[src/rtl/vop_pkg.sv]
// Package: shared opcodes, scaling constant and sequencer state type for the
// outer product unit. Assumes a 6-bit command field.
package vop_pkg;
    localparam logic [5:0] OPC_CROSS  = 6'h0C;
    localparam logic [5:0] OPC_SQUARE = 6'h28;
    localparam int         FRAC_SHIFT = 12;

    typedef enum logic [1:0] {
        ST_IDLE = 2'd0,
        ST_LANE = 2'd1,
        ST_SUM  = 2'd2
    } vop_state_e;
endpackage

[src/rtl/vop_ctrl.sv]
// Sequencer: accepts a command when idle, steps a lane index through every
// lane (one lane per cycle), then spends one cycle on the summary flag and
// emits a registered done pulse. Assumes opc_ok is valid with start.
module vop_ctrl
    import vop_pkg::*;
#(
    parameter int LANES = 3,
    parameter int IDX_W = $clog2(LANES)
) (
    input  logic             clk,
    input  logic             rst_n,
    input  logic             start,
    input  logic             opc_ok,
    output logic             accept,
    output logic             busy,
    output logic             lane_we,
    output logic             sum_we,
    output logic [IDX_W-1:0] lane_idx,
    output logic             done
);
    localparam logic [IDX_W-1:0] LAST_LANE = IDX_W'(LANES - 1);

    vop_state_e state;

    // Decode handshake and write enables from the current state.
    always_comb begin
        accept  = start && opc_ok && (state == ST_IDLE);
        busy    = (state != ST_IDLE);
        lane_we = (state == ST_LANE);
        sum_we  = (state == ST_SUM);
    end

    // Advance the state, the lane counter and the done pulse.
    always_ff @(posedge clk) begin
        if (!rst_n) begin
            state    <= ST_IDLE;
            lane_idx <= '0;
            done     <= 1'b0;
        end else begin
            done <= (state == ST_SUM);
            case (state)
                ST_IDLE: begin
                    if (accept) begin
                        state    <= ST_LANE;
                        lane_idx <= '0;
                    end
                end
                ST_LANE: begin
                    if (lane_idx == LAST_LANE) begin
                        state    <= ST_SUM;
                        lane_idx <= '0;
                    end else begin
                        lane_idx <= lane_idx + 1'b1;
                    end
                end
                ST_SUM:  state <= ST_IDLE;
                default: state <= ST_IDLE;
            endcase
        end
    end

    assert_done_single_R2: assert property (@(posedge clk) disable iff (!rst_n)
        done |=> !done);
    assert_done_idle_R2: assert property (@(posedge clk) disable iff (!rst_n)
        done |-> !busy);
    assert_busy_needs_start_R9: assert property (@(posedge clk) disable iff (!rst_n)
        $rose(busy) |-> $past(start));
endmodule

[src/rtl/vop_lane_math.sv]
// Lane arithmetic: forms either a difference of two products (cross) or a
// square, exactly, then optionally shifts it right arithmetically. Purely
// combinational; assumes signed operands of W bits.
module vop_lane_math
    import vop_pkg::*;
#(
    parameter int W      = 16,
    parameter int PROD_W = 2 * W,
    parameter int DIFF_W = 2 * W + 1
) (
    input  logic                     sq,
    input  logic                     sh_en,
    input  logic signed [W-1:0]      ir_a,
    input  logic signed [W-1:0]      d_a,
    input  logic signed [W-1:0]      ir_b,
    input  logic signed [W-1:0]      d_b,
    input  logic signed [W-1:0]      ir_self,
    output logic signed [DIFF_W-1:0] full
);
    logic signed [PROD_W-1:0] prod_p;
    logic signed [PROD_W-1:0] prod_n;
    logic signed [DIFF_W-1:0] diff;

    // Select the positive and negative product terms for the command.
    always_comb begin
        if (sq) begin
            prod_p = PROD_W'(ir_self) * PROD_W'(ir_self);
            prod_n = '0;
        end else begin
            prod_p = PROD_W'(ir_a) * PROD_W'(d_a);
            prod_n = PROD_W'(ir_b) * PROD_W'(d_b);
        end
    end

    // Exact difference, one guard bit wider than a product, then scaling.
    always_comb begin
        diff = {prod_p[PROD_W-1], prod_p} - {prod_n[PROD_W-1], prod_n};
        full = sh_en ? (diff >>> FRAC_SHIFT) : diff;
    end
endmodule

[src/rtl/vop_clamp.sv]
// Clamp: limits a wide signed value to a signed OUT_W range, or to the
// non-negative half of it when lm is set, and reports whether it clamped.
module vop_clamp #(
    parameter int IN_W  = 33,
    parameter int OUT_W = 16
) (
    input  logic signed [IN_W-1:0] val,
    input  logic                   lm,
    output logic [OUT_W-1:0]       out,
    output logic                   hit
);
    localparam logic signed [IN_W-1:0] HI     = IN_W'((64'sd1 <<< (OUT_W - 1)) - 64'sd1);
    localparam logic signed [IN_W-1:0] LO_ALL = IN_W'(-(64'sd1 <<< (OUT_W - 1)));

    logic signed [IN_W-1:0] lo;

    // Compare against the mode-dependent bounds and pick the output.
    always_comb begin
        lo = lm ? '0 : LO_ALL;
        if (val > HI) begin
            out = HI[OUT_W-1:0];
            hit = 1'b1;
        end else if (val < lo) begin
            out = lo[OUT_W-1:0];
            hit = 1'b1;
        end else begin
            out = val[OUT_W-1:0];
            hit = 1'b0;
        end
    end
endmodule

[src/rtl/vop_unit.sv]
// Outer product unit top: captures vector, diagonal and modes on accept,
// computes one lane per cycle through a shared datapath, stores the
// accumulator and clamped copy per lane, then the summary error bit.
// Assumes start is a single-cycle pulse; inputs are ignored while busy.
module vop_unit
    import vop_pkg::*;
#(
    parameter int OPND_W = 16,
    parameter int MAC_W  = 32
) (
    input  logic              clk,
    input  logic              rst_n,
    input  logic              start,
    input  logic [5:0]        opcode,
    input  logic              shift_sel,
    input  logic              lim_mode,
    input  logic [OPND_W-1:0] ir_in1,
    input  logic [OPND_W-1:0] ir_in2,
    input  logic [OPND_W-1:0] ir_in3,
    input  logic [OPND_W-1:0] diag1,
    input  logic [OPND_W-1:0] diag2,
    input  logic [OPND_W-1:0] diag3,
    output logic              busy,
    output logic              done,
    output logic [MAC_W-1:0]  mac1,
    output logic [MAC_W-1:0]  mac2,
    output logic [MAC_W-1:0]  mac3,
    output logic [OPND_W-1:0] ir_out1,
    output logic [OPND_W-1:0] ir_out2,
    output logic [OPND_W-1:0] ir_out3,
    output logic [3:0]        flags
);
    localparam int NUM_LANES = 3;
    localparam int IDX_W     = $clog2(NUM_LANES);
    localparam int DIFF_W    = 2 * OPND_W + 1;

    logic signed [OPND_W-1:0] ir_vec [NUM_LANES];
    logic signed [OPND_W-1:0] d_vec  [NUM_LANES];
    logic signed [OPND_W-1:0] ir_lat [NUM_LANES];
    logic signed [OPND_W-1:0] d_lat  [NUM_LANES];
    logic [MAC_W-1:0]         mac_q  [NUM_LANES];
    logic [OPND_W-1:0]        iro_q  [NUM_LANES];
    logic [NUM_LANES-1:0]     sat_q;
    logic                     err_q;
    logic                     sq_lat, sh_lat, lm_lat;

    logic             opc_ok, accept, lane_we, sum_we;
    logic [IDX_W-1:0] lane_idx, nxt_idx, prv_idx;

    logic signed [OPND_W-1:0] ir_a, d_a, ir_b, d_b, ir_self;
    logic signed [DIFF_W-1:0] full;
    logic [MAC_W-1:0]         mac_val;
    logic [OPND_W-1:0]        clamp_out;
    logic                     clamp_hit;

    // Gather the per-lane input ports into arrays.
    always_comb begin
        ir_vec[0] = ir_in1;
        ir_vec[1] = ir_in2;
        ir_vec[2] = ir_in3;
        d_vec[0]  = diag1;
        d_vec[1]  = diag2;
        d_vec[2]  = diag3;
        opc_ok    = (opcode == OPC_CROSS) || (opcode == OPC_SQUARE);
    end

    vop_ctrl #(.LANES(NUM_LANES), .IDX_W(IDX_W)) i_ctrl (
        .clk      (clk),
        .rst_n    (rst_n),
        .start    (start),
        .opc_ok   (opc_ok),
        .accept   (accept),
        .busy     (busy),
        .lane_we  (lane_we),
        .sum_we   (sum_we),
        .lane_idx (lane_idx),
        .done     (done)
    );

    // Capture the command modes in the accept cycle.
    always_ff @(posedge clk) begin
        if (!rst_n) begin
            sq_lat <= 1'b0;
            sh_lat <= 1'b0;
            lm_lat <= 1'b0;
        end else if (accept) begin
            sq_lat <= (opcode == OPC_SQUARE);
            sh_lat <= shift_sel;
            lm_lat <= lim_mode;
        end
    end

    for (genvar g = 0; g < NUM_LANES; g++) begin : g_lat
        // Capture lane operands before any result overwrites the source.
        always_ff @(posedge clk) begin
            if (!rst_n) begin
                ir_lat[g] <= '0;
                d_lat[g]  <= '0;
            end else if (accept) begin
                ir_lat[g] <= ir_vec[g];
                d_lat[g]  <= d_vec[g];
            end
        end
    end

    // Rotate lane indices: lane n uses neighbours n+1 and n-1 (mod 3).
    always_comb begin
        nxt_idx = (lane_idx == IDX_W'(NUM_LANES - 1)) ? '0 : lane_idx + 1'b1;
        prv_idx = (lane_idx == '0) ? IDX_W'(NUM_LANES - 1) : lane_idx - 1'b1;
        ir_a    = ir_lat[prv_idx];
        d_a     = d_lat[nxt_idx];
        ir_b    = ir_lat[nxt_idx];
        d_b     = d_lat[prv_idx];
        ir_self = ir_lat[lane_idx];
    end

    vop_lane_math #(.W(OPND_W)) i_math (
        .sq      (sq_lat),
        .sh_en   (sh_lat),
        .ir_a    (ir_a),
        .d_a     (d_a),
        .ir_b    (ir_b),
        .d_b     (d_b),
        .ir_self (ir_self),
        .full    (full)
    );

    // Fit the exact lane value to the accumulator width.
    always_comb mac_val = MAC_W'(full);

    vop_clamp #(.IN_W(DIFF_W), .OUT_W(OPND_W)) i_clamp (
        .val (full),
        .lm  (lm_lat),
        .out (clamp_out),
        .hit (clamp_hit)
    );

    for (genvar g = 0; g < NUM_LANES; g++) begin : g_res
        // Store accumulator, clamped copy and clamp flag for this lane.
        always_ff @(posedge clk) begin
            if (!rst_n) begin
                mac_q[g] <= '0;
                iro_q[g] <= '0;
                sat_q[g] <= 1'b0;
            end else if (accept) begin
                sat_q[g] <= 1'b0;
            end else if (lane_we && (lane_idx == IDX_W'(g))) begin
                mac_q[g] <= mac_val;
                iro_q[g] <= clamp_out;
                sat_q[g] <= clamp_hit;
            end
        end
    end

    // Clear the summary bit on accept, recompute it after the last lane.
    always_ff @(posedge clk) begin
        if (!rst_n)      err_q <= 1'b0;
        else if (accept) err_q <= 1'b0;
        else if (sum_we) err_q <= |sat_q;
    end

    // Drive the result ports from the lane registers.
    always_comb begin
        mac1    = mac_q[0];
        mac2    = mac_q[1];
        mac3    = mac_q[2];
        ir_out1 = iro_q[0];
        ir_out2 = iro_q[1];
        ir_out3 = iro_q[2];
        flags   = {err_q, sat_q};
    end

    if (DIFF_W > MAC_W) begin : g_fit_chk
        assert_mac_fits_R3: assert property (@(posedge clk) disable iff (!rst_n)
            lane_we |-> ((&full[DIFF_W-1:MAC_W-1]) || !(|full[DIFF_W-1:MAC_W-1])));
    end
    assert_sat_floor_R6: assert property (@(posedge clk) disable iff (!rst_n)
        (lane_we && lm_lat) |-> !clamp_out[OPND_W-1]);
    assert_flags_clear_R7: assert property (@(posedge clk) disable iff (!rst_n)
        $rose(busy) |-> (flags == 4'b0000));
    assert_err_summary_R7: assert property (@(posedge clk) disable iff (!rst_n)
        done |-> (flags[3] == |flags[2:0]));
    assert_operands_held_R8: assert property (@(posedge clk) disable iff (!rst_n)
        busy |=> ($stable(ir_lat[0]) && $stable(ir_lat[1]) && $stable(ir_lat[2])
                  && $stable(d_lat[0]) && $stable(d_lat[1]) && $stable(d_lat[2])));
endmodule

[config.mk]
export PLATFORM = sky130hd
export DESIGN_NAME = vop_unit
export DESIGN_NICKNAME = d
export VERILOG_FILES = /design/src/rtl/vop_pkg.sv /design/src/rtl/vop_ctrl.sv /design/src/rtl/vop_lane_math.sv /design/src/rtl/vop_clamp.sv /design/src/rtl/vop_unit.sv
export SDC_FILE = /design/constraint.sdc
export NUM_CORES = 2
export LEC_CHECK = 0
export BUFFER_PORTS_ARGS = -buffer_cell sky130_fd_sc_hd__clkbuf_2
export CELL_PAD_IN_SITES_DETAIL_PLACEMENT = 1
export CELL_PAD_IN_SITES_GLOBAL_PLACEMENT = 2
export CORE_UTILIZATION = 25
export CTS_CLUSTER_DIAMETER = 120
export DETAILED_ROUTE_END_ITERATION = 10
export PLACE_DENSITY_LB_ADDON = 0.1
export SYNTH_ARGS = -nofsm -noshare
export SYNTH_HDL_FRONTEND = slang
export SYNTH_SLANG_ARGS = --single-unit
export TNS_END_PERCENT = 30
[constraint.sdc]
create_clock -name clk -period 20.5 [get_ports clk]
set_clock_uncertainty 0.15 [all_clocks]
set_input_delay 4.1 -clock clk [delete_from_list [all_inputs] [get_ports clk]]
set_output_delay 4.1 -clock clk [all_outputs]
set_load 0.01 [all_outputs]
# After elaboration in Yosys (flattened, before gate mapping)
# Memory sizes are Yosys's and may differ from the RTL's. A register that Yosys moved wholly into a read port is not among the register bits.
# Index checks and enable logic that the tools add are counted.
# classes
n_addsub,3
multipliers,3
n_lt_le_gt_ge,2
n_eq_ne,8
muxes,45
n_bitwise,13
n_reduce_logical,14
# op_table
operator,count
2-to-1 mux 32 bit,6
2-to-1 mux 16 bit,11
multiplier 16 x 16 -> 32 bit,3
"> comparator 33 x 16 -> 1 bit, second input constant",1
< comparator 33 bit,1
2-to-1 mux 33 bit,1
subtractor 32 x 32 -> 33 bit,1
2-to-1 mux 1 bit,18
2-to-1 mux 2 bit,7
OR 1 bit,12
case mux 2 bit (2 select lines),2
"== test 6 x 4 -> 1 bit, second input constant",1
"== test 6 bit, second input constant",1
logical AND 1 bit,5
"== test 2 x 1 -> 1 bit, second input constant",2
"== test 2 bit, second input constant",2
zero test 2 bit,2
AND reduction 2 bit,2
nonzero test 2 bit,2
OR reduction 3 bit,1
"adder 2 x 1 -> 2 bit, second input constant",1
"inequality test 2 x 1 -> 1 bit, second input constant",1
"inequality test 2 bit, second input constant",1
OR reduction 2 bit,1
3 further kinds,3
# word_totals
reg_bits,12
mem_bits_rw,240
output_inout_bits,150
mem_count,4
# memory_table
name,words,width,read_ports,rd_ports_with_merged_regs,write_ports,line_no,source
mac_q,3,32,3,0,3,vop_unit.sv:41,logic [MAC_W-1:0] mac_q [NUM_LANES];
d_lat,3,16,2,0,3,vop_unit.sv:40,logic signed [OPND_W-1:0] d_lat [NUM_LANES];
ir_lat,3,16,3,1,3,vop_unit.sv:39,logic signed [OPND_W-1:0] ir_lat [NUM_LANES];
iro_q,3,16,3,0,3,vop_unit.sv:42,logic [OPND_W-1:0] iro_q [NUM_LANES];

# Longest topological paths before layout
# An unclocked memory read counts as a cell.
# depth
word_depth,11
ltp_mapped,58

# By module
# A second synthesis with hierarchy kept.
# hier_totals
hier_cells,4488
hier_area_um2,42970.0
# by_module_without_submodules
mod,n_inst,cells_per_inst,area_each_um2
vop_lane_math,1,3559,31139.9
vop_unit,1,832,11014.3
vop_clamp,1,74,606.8
vop_ctrl,1,23,209.0

# Worst setup path before layout
# Ideal clock, no wire load.
# synth_path
kind,flip-flop to flip-flop
from,register i_ctrl.lane_idx[0]
to,"memory iro_q[0][11], data pin"
setup_time_ns,0.275
arrival_time_ns,11.517
setup_slack_ns,8.557
stages_incl_launch_ff,49
n_path_buf,5
cell_sequence,dfxtp_1 > inv_1 > ha_1 > clkbuf_1 > buf_1 > buf_1 > mux2i_1 > o21ai_1 > nand2_1 > fa_1 > inv_1 > fa_1 > fa_1 > fa_1 > fa_1 > inv_1 > fa_1 > inv_1 > [... 13 more ...] > nor2b_1 > or4_1 > o22ai_1 > a211o_1 > clkbuf_1 > a21boi_0 > inv_1 > ha_1 > a21oi_1 > o21bai_1 > a21oi_1 > o21ai_0 > or3_1 > a211oi_1 > o21ai_2 > nand2b_1 > clkbuf_1 > o21ai_0
# synth_rtl
item,line_no,source
start: declaration,vop_ctrl.sv:18,"output logic [IDX_W-1:0] lane_idx,"
start signal: assignment,vop_ctrl.sv:53,lane_idx <= lane_idx + 1'b1;
end: declaration,vop_unit.sv:42,

==> impl_metrics.yaml <==
sta:
  tns_ns: 0
  min_period_ns: 14.09
  finalMaxSlewViolations: 0
  report.final.hold_viol_count: 0
  timing.final.crit_share_pct: 68.7
  slew_headroom_pct: 26.5
  rsz0062_at_grt: "false"
  setup_violations: 0
  tightestPinTransition_ns: 1.10
  max_freq_mhz: 71.0
  holdWs_ns: 0.411
clocking:
  cts_buffers: 31
  insertion_delay_ns: 0.66
  ctsRootBufferMaster: "clkbuf_16"
  post_cts_buffers: 0
  ctsHoldBuffers: 0
  cts_resized: 0
  h-tree-depth: 1
  clockBufferDepth: 3
  cts_sinks: 254
  clkSlewWorstSetupHoldPaths_ns: 0.06
  tritoncts: "done"
logic_synthesis:
  postSynthAreaPerCell_um2: 9.25
  netlist_top_cells_area: "fa_1, edfxtp_1, ha_1, inv_1, nor2_1"
  synth_cell_types: 81
  synthAdderAreaFrac_pct: 45.2
  yosysWarnings: 0
  async_flop_share_pct: 0
  synth_area_leader_cell: "fa_1"
  synth_edf_count: 240
  synth_seq_cells: 254
  syn_nets: 5724
  yosysTopAreaCellShare_pct: 36.3
  netlist_area_mm2: 0.0421
  synth_compound_area_share_pct: 8.71
  synth-seq-area-share_pct: 17.8
  synth_xor_area_share_pct: 2.60
  synth_most_common_cell: "inv_1"
  synthCells: 4553
  yosys.area_share.simple_pct: 13.4
  synthMuxAreaShare_pct: 2.19
  synth_top_family_by_area: "adder cells"
  synth_common_cells: "inv_1, fa_1, nor2_1, nand2_1, ha_1"
  synth-main-ff-cell: "edfxtp_1"
critical_path:
  crit_arrival_ns: 14.26
  end_kind: "flop"
  path_delay_family: "compound AO/OA/AOI/OAI gates"
  cp_max_fo: 33
  cp_num_buf_inv: 5
  critPathMaxStageDelay_ns: 0.81
  cp_num_cells: 45
  criticalPathCategory: "reg2reg"
  reg2reg_from: "i_ctrl.lane_idx[0]"
  setup.worst_path.start_class: "flop"
  r2r_setup_slack_ns: 6.41
  worst_ep_required_time_ns: 20.67
  crit_path_top_delay_cell: "o21ai_2"
  r2r_end: "iro_q[0][11]"
  r2r_cells: 45
  cpMostUsedCell: "fa_1"
placed_design:
  dpl_cell_area_mm2: 0.0463
  io_buffers: 256
  dp_cells: 6948
  dpl.hpwl_um: 139000
  place_congestion: 0.826
routing:
  drt_iter0_drc: 1387
  wl_um: 164000
  detail_route.drc_violations: 0
  num_vias: 31400
  drtAntennaViolNets: 0
  dr.pass1.iters: 4
  via_per_inst: 4.49
  wl_per_cell_um: 23.4
final_layout:
  drive_gt1_share_pct: 9.27
  syn2layout_area_growth_pct: 12.2
  fin_area_mm2: 0.0473
  final_cell_count_no_fill: 7007
  num-nets-final: 5948
grt:
  grt_pass1_wl_um: 242000
  grt_overflow: 0
  grt_pass1_vias: 35100
  grt_max_degree: 81
  antenna_found_initial: 9
  grt_use_total_pct: 19.5
hold_path:
  min_path_type: "reg2reg"
  hold_end: "flags[2]"
  hp-start: "flags[2]"
  hold_depth: 2
floorplanning:
  ioPinCount: 257
  rows: 150
  core_region_area_mm2: 0.167
  die_area_mm2: 0.170
  die_y_um: 413
  start_util_pct: 25.2
  die_w_um: 413
run:
  drv_cap: 0
outcome:
  status: "finished clean"
## cell usage in the layout, fill, tap and decap left out, drive strengths merged, types with 85 or more instances in the layout
cell type / instances
xnor2: 89
a21oi: 155
and2: 112
fa: 764
o21ai: 169
clkbuf: 297
nand2: 493
nor2: 525
ha: 300
buf: 85
mux2i: 89
edfxtp: 240
inv: 981
## worst register-to-register path, delay by kind of cell (launching register included)
kind	cells	cell delay, ns
buffers and inverters	5	0.45
DFF	1	0.34
AOI/OAI and AO/OA	25	6.37
muxes	1	0.24
and+or+nand+nor	4	1.25
adders and majority gates	10	4.96
## registers in the layout, summed over array words and instances, names as in the netlist, 2 cells and up, named ones only
signal,count
mac_q,96
iro_q,48
i_ctrl.state,2
flags,3
d_lat,48
ir_lat,48
i_ctrl.lane_idx,2
## cell families (layout without fill, tap and decap cells)
family	after synthesis	count (layout)
XOR/XNOR	125	125
adder cells (fa/ha/maj)	1064	1064
multiplexers	92	92
buffers and inverters	1129	1375
AO/OA/AOI/OAI	580	580
flip-flops	254	254
other	0	4
AND/OR/NAND/NOR	1309	1309
## how the worst max path moves through the flow
stage / from / slack (ns) / end
2_1_floorplan: i_ctrl.lane_idx[0] / 8.56 / iro_q[0][11]
3_3_place_gp: i_ctrl.lane_idx[0] / 6.35 / iro_q[1][10]
3_5_place_dp: i_ctrl.lane_idx[0] / 6.33 / iro_q[0][11]
4_1_cts: i_ctrl.lane_idx[0] / 6.25 / iro_q[0][11]
5_1_grt: i_ctrl.lane_idx[0] / 5.43 / iro_q[1][10]
6_report: i_ctrl.lane_idx[0] / 6.41 / iro_q[0][11]
## through the flow
stage | utilization, % | setup slack [ns]
2_1_floorplan | - | 8.56
3_3_place_gp | 27.7 | 6.35
3_5_place_dp | 27.7 | 6.33
4_1_cts | 28.3 | 6.25
5_1_grt | 28.3 | 5.43
6_report | 28.3 | 6.41
## area by class of cell
type	count	area, um2
timing repair buffer	341	1920
multi-input combinational	3170	30500
clock buffer	41	833
sequential	254	7490
inverter	979	3680
clock inverter	14	125
fill	19400	120000
tap	2204	2760
antenna	4	10.0
## metal layers
layer	vias to the layer above	GRT usage, %	share of wire (%)
li1	14600	-	-
met1	16200	27.1	48
met2	514	32.4	46
met3	128	2.14	3.1
met4	8	4.27	2.6
met5	-	0	0.029
Power is left out: the tool's default activity adds up to more than one toggle a clock period on the data nets, which glitch-free logic cannot reach.
